===== src/rtl/ca_pkg.sv =====
package ca_pkg;
  localparam int unsigned WORD_W = 10;
  // negative-disparity K28.5, bit 0 = first received bit
  localparam logic [WORD_W-1:0] COMMA_NEG = 10'h17C;
endpackage


===== src/rtl/ca_window.sv =====
module ca_window #(
  parameter int unsigned W = ca_pkg::WORD_W
) (
  input  logic           clk,
  input  logic           rst,
  input  logic [W-1:0]   in_word,
  input  logic           align_en,
  output logic [2*W-1:0] window,
  output logic           en_q
);
  logic [W-1:0] cur_q, prev_q;

  always_ff @(posedge clk) begin
    if (rst) begin
      cur_q  <= '0;
      prev_q <= '0;
      en_q   <= 1'b0;
    end else begin
      cur_q  <= in_word;
      prev_q <= cur_q;
      en_q   <= align_en;
    end
  end

  // older word occupies the low half: earlier bits sit at lower indices
  assign window = {cur_q, prev_q};

  a_r8_shift_chain: assert property (@(posedge clk) disable iff (rst)
    1'b1 |=> window[W-1:0] == $past(window[2*W-1:W]));
endmodule


===== src/rtl/ca_comma_search.sv =====
module ca_comma_search #(
  parameter int unsigned   W     = ca_pkg::WORD_W,
  parameter logic [W-1:0]  COMMA = ca_pkg::COMMA_NEG,
  localparam int unsigned  OFF_W = $clog2(W)
) (
  input  logic [2*W-1:0]  window,
  output logic            hit,
  output logic [OFF_W-1:0] hit_off
);
  logic [W-1:0] match;

  for (genvar g = 0; g < W; g++) begin : g_off
    assign match[g] = (window[g +: W] == COMMA);
  end

  always_comb begin
    hit     = |match;
    hit_off = '0;
    for (int i = W - 1; i >= 0; i--) begin
      if (match[i]) hit_off = OFF_W'(i);
    end
  end
endmodule


===== src/rtl/ca_offset_ctrl.sv =====
module ca_offset_ctrl #(
  parameter int unsigned  W     = ca_pkg::WORD_W,
  localparam int unsigned OFF_W = $clog2(W)
) (
  input  logic             clk,
  input  logic             rst,
  input  logic             en_q,
  input  logic             hit,
  input  logic [OFF_W-1:0] hit_off,
  output logic [OFF_W-1:0] sel_off,
  output logic             mark
);
  logic [OFF_W-1:0] off_q;

  always_comb begin
    if (!en_q)    sel_off = '0;
    else if (hit) sel_off = hit_off;
    else          sel_off = off_q;
  end

  assign mark = en_q & hit;

  always_ff @(posedge clk) begin
    if (rst) off_q <= '0;
    else     off_q <= sel_off;
  end

  // disabled alignment forgets the offset
  a_r6_off_cleared: assert property (@(posedge clk) disable iff (rst)
    !en_q |=> off_q == '0);
  // offset held when no comma is seen
  a_r5_off_stable: assert property (@(posedge clk) disable iff (rst)
    (en_q && !hit) |=> $stable(off_q));
endmodule


===== src/rtl/ca_out_stage.sv =====
module ca_out_stage #(
  parameter int unsigned  W     = ca_pkg::WORD_W,
  parameter logic [W-1:0] COMMA = ca_pkg::COMMA_NEG,
  localparam int unsigned OFF_W = $clog2(W)
) (
  input  logic             clk,
  input  logic             rst,
  input  logic [2*W-1:0]   window,
  input  logic [OFF_W-1:0] sel_off,
  input  logic             mark,
  output logic [W-1:0]     data_out,
  output logic             sync_out
);
  always_ff @(posedge clk) begin
    if (rst) begin
      data_out <= '0;
      sync_out <= 1'b0;
    end else begin
      data_out <= window[sel_off +: W];
      sync_out <= mark;
    end
  end

  // a pulse always accompanies the comma itself
  a_r4_sync_on_comma: assert property (@(posedge clk) disable iff (rst)
    sync_out |-> data_out == COMMA);
endmodule


===== src/rtl/comma_aligner.sv =====
module comma_aligner #(
  parameter int unsigned  W     = ca_pkg::WORD_W,
  parameter logic [W-1:0] COMMA = ca_pkg::COMMA_NEG,
  localparam int unsigned OFF_W = $clog2(W)
) (
  input  logic         clk,
  input  logic         rst,
  input  logic         align_en,
  input  logic [W-1:0] in_word,
  output logic [W-1:0] data_out,
  output logic         sync_out
);
  logic [2*W-1:0]   window;
  logic             en_q, hit, mark;
  logic [OFF_W-1:0] hit_off, sel_off;

  ca_window #(.W(W)) u_win (
    .clk(clk), .rst(rst), .in_word(in_word), .align_en(align_en),
    .window(window), .en_q(en_q));

  ca_comma_search #(.W(W), .COMMA(COMMA)) u_srch (
    .window(window), .hit(hit), .hit_off(hit_off));

  ca_offset_ctrl #(.W(W)) u_ctl (
    .clk(clk), .rst(rst), .en_q(en_q), .hit(hit), .hit_off(hit_off),
    .sel_off(sel_off), .mark(mark));

  ca_out_stage #(.W(W), .COMMA(COMMA)) u_out (
    .clk(clk), .rst(rst), .window(window), .sel_off(sel_off), .mark(mark),
    .data_out(data_out), .sync_out(sync_out));

  // no pulse while alignment is off
  a_r6_no_sync_off: assert property (@(posedge clk) disable iff (rst)
    !en_q |=> !sync_out);
endmodule


===== config.mk =====
export PLATFORM = sky130hd
export DESIGN_NAME = comma_aligner
export DESIGN_NICKNAME = d
export VERILOG_FILES = /design/src/rtl/ca_pkg.sv /design/src/rtl/ca_window.sv /design/src/rtl/ca_comma_search.sv /design/src/rtl/ca_offset_ctrl.sv /design/src/rtl/ca_out_stage.sv /design/src/rtl/comma_aligner.sv
export SDC_FILE = /design/constraint.sdc
export NUM_CORES = 1
export LEC_CHECK = 0
export BUFFER_PORTS_ARGS = -buffer_cell sky130_fd_sc_hd__buf_4
export CELL_PAD_IN_SITES_DETAIL_PLACEMENT = 0
export CELL_PAD_IN_SITES_GLOBAL_PLACEMENT = 1
export CORE_MARGIN = 2
export CORE_UTILIZATION = 48
export CTS_BUF_LIST = sky130_fd_sc_hd__clkbuf_2 sky130_fd_sc_hd__clkbuf_4 sky130_fd_sc_hd__clkbuf_8
export CTS_CLUSTER_DIAMETER = 30
export DETAILED_ROUTE_END_ITERATION = 7
export PLACE_DENSITY_LB_ADDON = 0.3
export SKIP_LAST_GASP = 1
export SYNTH_ARGS = -nofsm -noshare
export SYNTH_HDL_FRONTEND = slang
export SYNTH_HIERARCHICAL = 1
export SYNTH_SLANG_ARGS = --single-unit

===== constraint.sdc =====
create_clock -name clk -period 3.89 [get_ports clk]
set_input_delay 0.1945 -clock clk [delete_from_list [all_inputs] [get_ports clk]]
set_output_delay 0.1945 -clock clk [all_outputs]
set_load 0.01 [all_outputs]

* Word-level counts from Yosys, hierarchy flattened
Cells that the tools add are included.
Widths: inputs -> output; s select.
** Operators by class
- Reduce and logical (&&, ||, !) cells :: 1
- Equal/unequal tests :: 10
- Bitwise operators :: 1
- Muxes and demuxes :: 12
- Shift-type cells :: 1
** Operator list (count)
- $eq 10x9->1 const B :: 10
- $mux 4 :: 12
- $shiftx 20x5->10 :: 1
- $reduce_or 10->1 :: 1
- $and 1x1->1 :: 1
** Storage, ports and cells
- Output and inout bits :: 11
- Register bits after elaboration :: 36

* Depth between registers and ports, before layout
- Word-level depth :: 14
- Gate-level depth with buffers :: 14
- Mapped depth without buffers :: 10

* Hierarchy
Netlist, hierarchy kept.
** Modules (own cells, without submodules)
- ca_out_stage :: cells each 109, area each 1128.6 sq um, sequential area each 220.2 sq um, instances 1
- ca_window :: cells each 44, area each 624.3 sq um, sequential area each 420.4 sq um, instances 1
- ca_comma_search :: cells each 45, area each 356.6 sq um, sequential area each 0.0 sq um, instances 1
- ca_offset_ctrl :: cells each 19, area each 185.2 sq um, sequential area each 80.1 sq um, instances 1

* Worst setup path before layout
No wires, ideal clock.
- Path type :: register to register
- Start point :: register u_win.cur_q[1]
- End point :: register u_out.data_out[7]
- Path buffers :: 2
- Arrival :: 3.042 ns
- Library setup time :: 0.132 ns
- Stages on the path, launching flop included :: 13
- Path slack :: 0.715 ns
- Required time :: 3.758 ns
- Cells stage by stage :: dfxtp_1 -> and4b_1 -> and4b_4 -> or4_4 -> nand4bb_1 -> buf_6 -> mux2i_1 -> nor2b_1 -> buf_6 -> mux2_4 -> mux4_2 -> a21oi_1 -> a211oi_1
** RTL lines
- from (decl) :: RTL line ca_window.sv:11 : logic [W-1:0] cur_q, prev_q;
- from (signal assigned) :: RTL line ca_window.sv:19 : cur_q <= in_word;
- $eq 10x9->1 :: RTL line ca_comma_search.sv:13 : assign match[g] = (window[g +: W] == COMMA);
- $reduce_or 10->1 (*) :: RTL line ca_comma_search.sv:17 : hit = |match;
- named net hit :: RTL line comma_aligner.sv:14 : logic en_q, hit, mark;
- $mux 4 (*) :: RTL line ca_offset_ctrl.sv:17 : else if (hit) sel_off = hit_off;
- $mux 4 (*) :: RTL line ca_offset_ctrl.sv:16 : if (!en_q) sel_off = '0;
- named net sel_off[2] :: RTL line comma_aligner.sv:15 : logic [OFF_W-1:0] hit_off, sel_off;
- $shiftx 20x5->10 (*) :: RTL line ca_out_stage.sv:19 : data_out <= window[sel_off +: W];
- to (signal assigned) :: RTL line ca_out_stage.sv:19
- to (decl) :: RTL line ca_out_stage.sv:11 : output logic [W-1:0] data_out,
The timed path passes the listed nets; every way through them passes the cells marked *.
A chain may end at the register's enable or synchronous reset.

* Worst setup path after layout
- Start point :: register u_win.cur_q[1]
- End point :: register u_out.data_out[6]
The elaborated chain is that of the path after synthesis.

==> key figures <==
Route
  – Post-route ant nets: 0
  – Via density per instance: approximately 6
  – Total iterations of the first detailed-routing run: 4
  – Residual DRC count: 0
  – Average wire per cell in the routed design: ~18 microns
  – Total number of vias: between 1500 and 2000
  – Final wirelength: about 5300 microns
  – Iteration-0 DRC count of the detailed router: 186

Setup path
  – Kind of start point of the critical path: register
  – Worst path arrival time: 3.73 ns
  – Maximum net fanout on the critical path: 19
  – Endpoint required time on the critical path: slightly above 4 ns
  – Crit. End Element: register
  – Kind of critical path: reg2reg
  – Number of cells traversed by the worst register-to-register path: 11

Placement
  – Sum of net half-perimeters after detailed placement: approximately 3900 microns
  – Worst-case setup slack after placement: roughly 0.18 ns
  – RePlAce Congestion: between 0.9 and 1
  – Number of placed instances with taps included: between 200 and 300
  – Number of input and output port buffers inserted: 23

Logic synthesis
  – Yosys reg bits: 36
  – Fraction of the mapped netlist area in adder cells: 0%
  – Number of enable-type register cells in the synthesized netlist: 0
  – Largest cells by area after synthesis: dfxtp_1 (31%), mux4_2 (11%), nor2b_2 (7.6%)
  – Post-synthesis share of cell area spent on xor and xnor gates: 0%
  – Number of distinct library cells after synthesis: 58
  – Cell area after synthesis: between 0.002 and 0.0025 sq mm
  – Largest family of logic cells by synthesized area: simple AND/OR/NAND/NOR gates
  – Number of warnings reported in the yosys synthesis log: 6
  – Part of the Yosys area used for sequential elements: a little under a third
  – Top FF cell, synth: dfxtp_1
  – Share of flip-flops with an asynchronous set or reset after synthesis: 0%
  – Instance count of the mapped netlist: around 220
  – Fraction of synthesized cell area taken by the top area cell type: between 30% and 40%
  – Avg Synthesized Cell Area: ~11 sq um
  – Simple-gate share of the synthesized area: a little over 30%
  – Proportion of synthesized area in mux cells: between 20% and 30%
  – Synth Net Count: 230
  – Complex-gate fraction of the synthesized area: a little over a tenth
  – Cell accounting for the most synthesized area: dfxtp_1

Final layout
  – Fraction of layout cells with a size suffix above 1: around two fifths
  – Non-filler instance count after layout: around 300
  – Util after Layout: between 50% and 60%
  – Antenna diode count: 0
  – Total Nets Final: ~260
  – Area taken by flip-flops and latches: around 720 sq um
  – Area occupied by multi-input gates: ~0.0014 sq mm
  – Area added between synthesis and finish: 15.4%
  – Number of fill cells: 399

Hold path
  – Type of the most critical hold path: in2reg
  – Count of cells along the worst hold path: 2

Timing
  – Post-layout worst setup margin: ~0.34 ns
  – Pin slew with the least headroom to its limit: 0.512 ns
  – Final Max Slew Viols: 0
  – Upper clock frequency limit: around 280 MHz
  – Hold violation count in the final report: 0
  – Setup TNS Final: 0 ns
  – Final setup skew: roughly 0.0075 ns
  – Share of the cycle needed by the critical path after routing: between 90% and 100%
  – Setup repair after global routing missed its margin: false
  – Minimum period implied by the final worst setup slack: about 3.5 ns
  – Worst-case headroom to the max-slew limit: between 60% and 70%
  – Setup violators final: 0

Die
  – Starting density of the core: between 40% and 50%
  – Site Rows: 25
  – I/O pin count: 24
  – Die area: roughly 0.0053 sq mm
  – Total core area: ~0.0047 sq mm
  – Horizontal die dimension: 73.1 microns
  – Y dimension of the die: between 70 and 80 microns

Clock network
  – Number of H-tree levels: 2
  – Total clock sinks: 36
  – Number of buffers on the longest clock path: 2
  – Clock root cell: clkbuf_8
  – Clock input transition at the sequential cells of the worst setup and hold paths: around 0.070 ns
  – Number of CTS-inserted buffers: 5
  – Clock latency at the later pin of the worst-skew pair: between 0.2 and 0.3 ns
  – Post-CTS setup buffer count: 0
  – TritonCTS clock tree: done

Pwr
  – Switch Pwr: around 0.19 mW
  – Power density cells: 302 mW/mm^2
  – Internal cell power: between 0.6 and 0.7 mW
  – Overall power of the completed layout: approximately 0.80 mW
  – Pleak: approximately 0.95 nW
  – Clock network fraction of design power: around two fifths
  – Combinational share of power: roughly a tenth
  – Part of the total power dissipated in sequential elements: between 50% and 60%
  – Peak VDD IR: 0.000198 V
  – Switching share of power: a little under a quarter

Global routing
  – Maximum number of pins on one net before global-route repair: 33
  – Global-route wire length before repair: between 8000 and 9000 microns
  – Overall track demand over capacity in global routing: 21.8%
  – Number of global-route vias before repair: approximately 1700
  – Number of antenna violations at the first check in global routing: 0
  – Aggregate global routing overflow: 0

Run
  – Max cap viols: 0

Outcome
  – Status: finished clean
-- layer usage --
layer	track usage (%)	part of all wire [%]
met5	0	0
met4	8.02	1.4
met1	31.3	44
met2	32.3	47
met3	4.28	7.0
-- registers in the layout (all words and copies together) (netlist names) --
name and cells:
u_win/cur_q 10, u_win/prev_q 10, u_win/en_q 1, u_ctl/off_q 4, u_out/data_out 10, u_out/sync_out 1
-- path summary, 6_finish.rpt --
path	start	to	slack (ns)
min reg2reg	u_ctl/off_q[2]	u_ctl/off_q[2]	0.51
min	in_word[2]	u_win/cur_q[2]	0.12
max reg2reg	u_win/cur_q[1]	u_out/data_out[6]	0.34
max	u_win/cur_q[1]	u_out/data_out[6]	0.34
-- layout make-up --
class	instances	share of cell area, %
clock buffer	5	2.60
inverter	2	0.283
sequential	36	27.3
tap	54	2.55
timing repair buffer	36	11.1
clock inverter	3	1.61
multi-input combinational	165	54.6
-- logic make-up (layout without fill, tap and decap cells) --
logic type             Yosys count  after routing
AO/OA/AOI/OAI                   34             34
buffers and inverters           16             46
AND/OR/NAND/NOR                 97             97
flip-flops                      36             36
multiplexers                    34             34
-- per-stage QoR --
stage | cell area, sq um | hold slack, ns
5_1_grt | 2650 | 0.115
6_report | 2650 | 0.120
3_5_place_dp | 2530 | 0.409
2_1_floorplan | 2290 | 0.266
3_3_place_gp | 2530 | 0.404
4_1_cts | 2640 | 0.106
-- placed cells by master (no fill, tap or decap), types with 3 or more instances in the layout --
master and count:
dfxtp_1 35, buf_4 34, nor2b_2 21, mux2i_1 16, nor2_1 14, mux4_2 11, nand2b_1 10, mux2_2 6
nand2_1 6, clkbuf_8 5, nor2b_1 5, nor3_1 5, nand4b_1 5, a21oi_1 4, o22ai_1 4, o21ai_0 3
o211ai_1 3, a22oi_1 3, nor4bb_1 3
-- power groups by stage --
stage               sequential [mW]  clock, mW  combinational, mW
floorplan                     0.404          0             0.0463
finish                        0.401      0.326             0.0748
global placement              0.409          0             0.0743
global route                  0.403      0.353             0.0817
CTS                           0.400      0.337             0.0747
detailed placement            0.409          0             0.0742
-- repair_timing --
| item | in CTS | in global routing |
|---|---|---|
| setup endpoints to repair | 0 | 5 |
| hold endpoints to repair | 0 | 0 |
| hold buffers | 0 | 0 |
| resized for setup | 0 | 2 |
-- worst max-delay path: stages (launching register included) --
cell and delay, ns:
dfxtp_2 0.43, and4b_1 0.23, and4b_4 0.18, or4_4 0.55, nand4bb_1 0.38, mux2i_1 0.26, nor2b_4 0.23, buf_4 0.27
clkinv_1 0.26, mux2i_1 0.21, o21a_1 0.20, a2111oi_2 0.27
-- synth_stat cells, types with 4 or more instances --
cell type and instances:
nor2b_2 20, mux2_2 6, nor2_1 14, nor2b_1 7
dfxtp_1 36, nor3_1 5, mux2i_1 16, nand2b_1 10
nand4b_1 5, a21oi_1 4, nand2_1 6, mux4_2 11
o22ai_1 4, buf_6 5
Power figures use the tool's default switching activity.
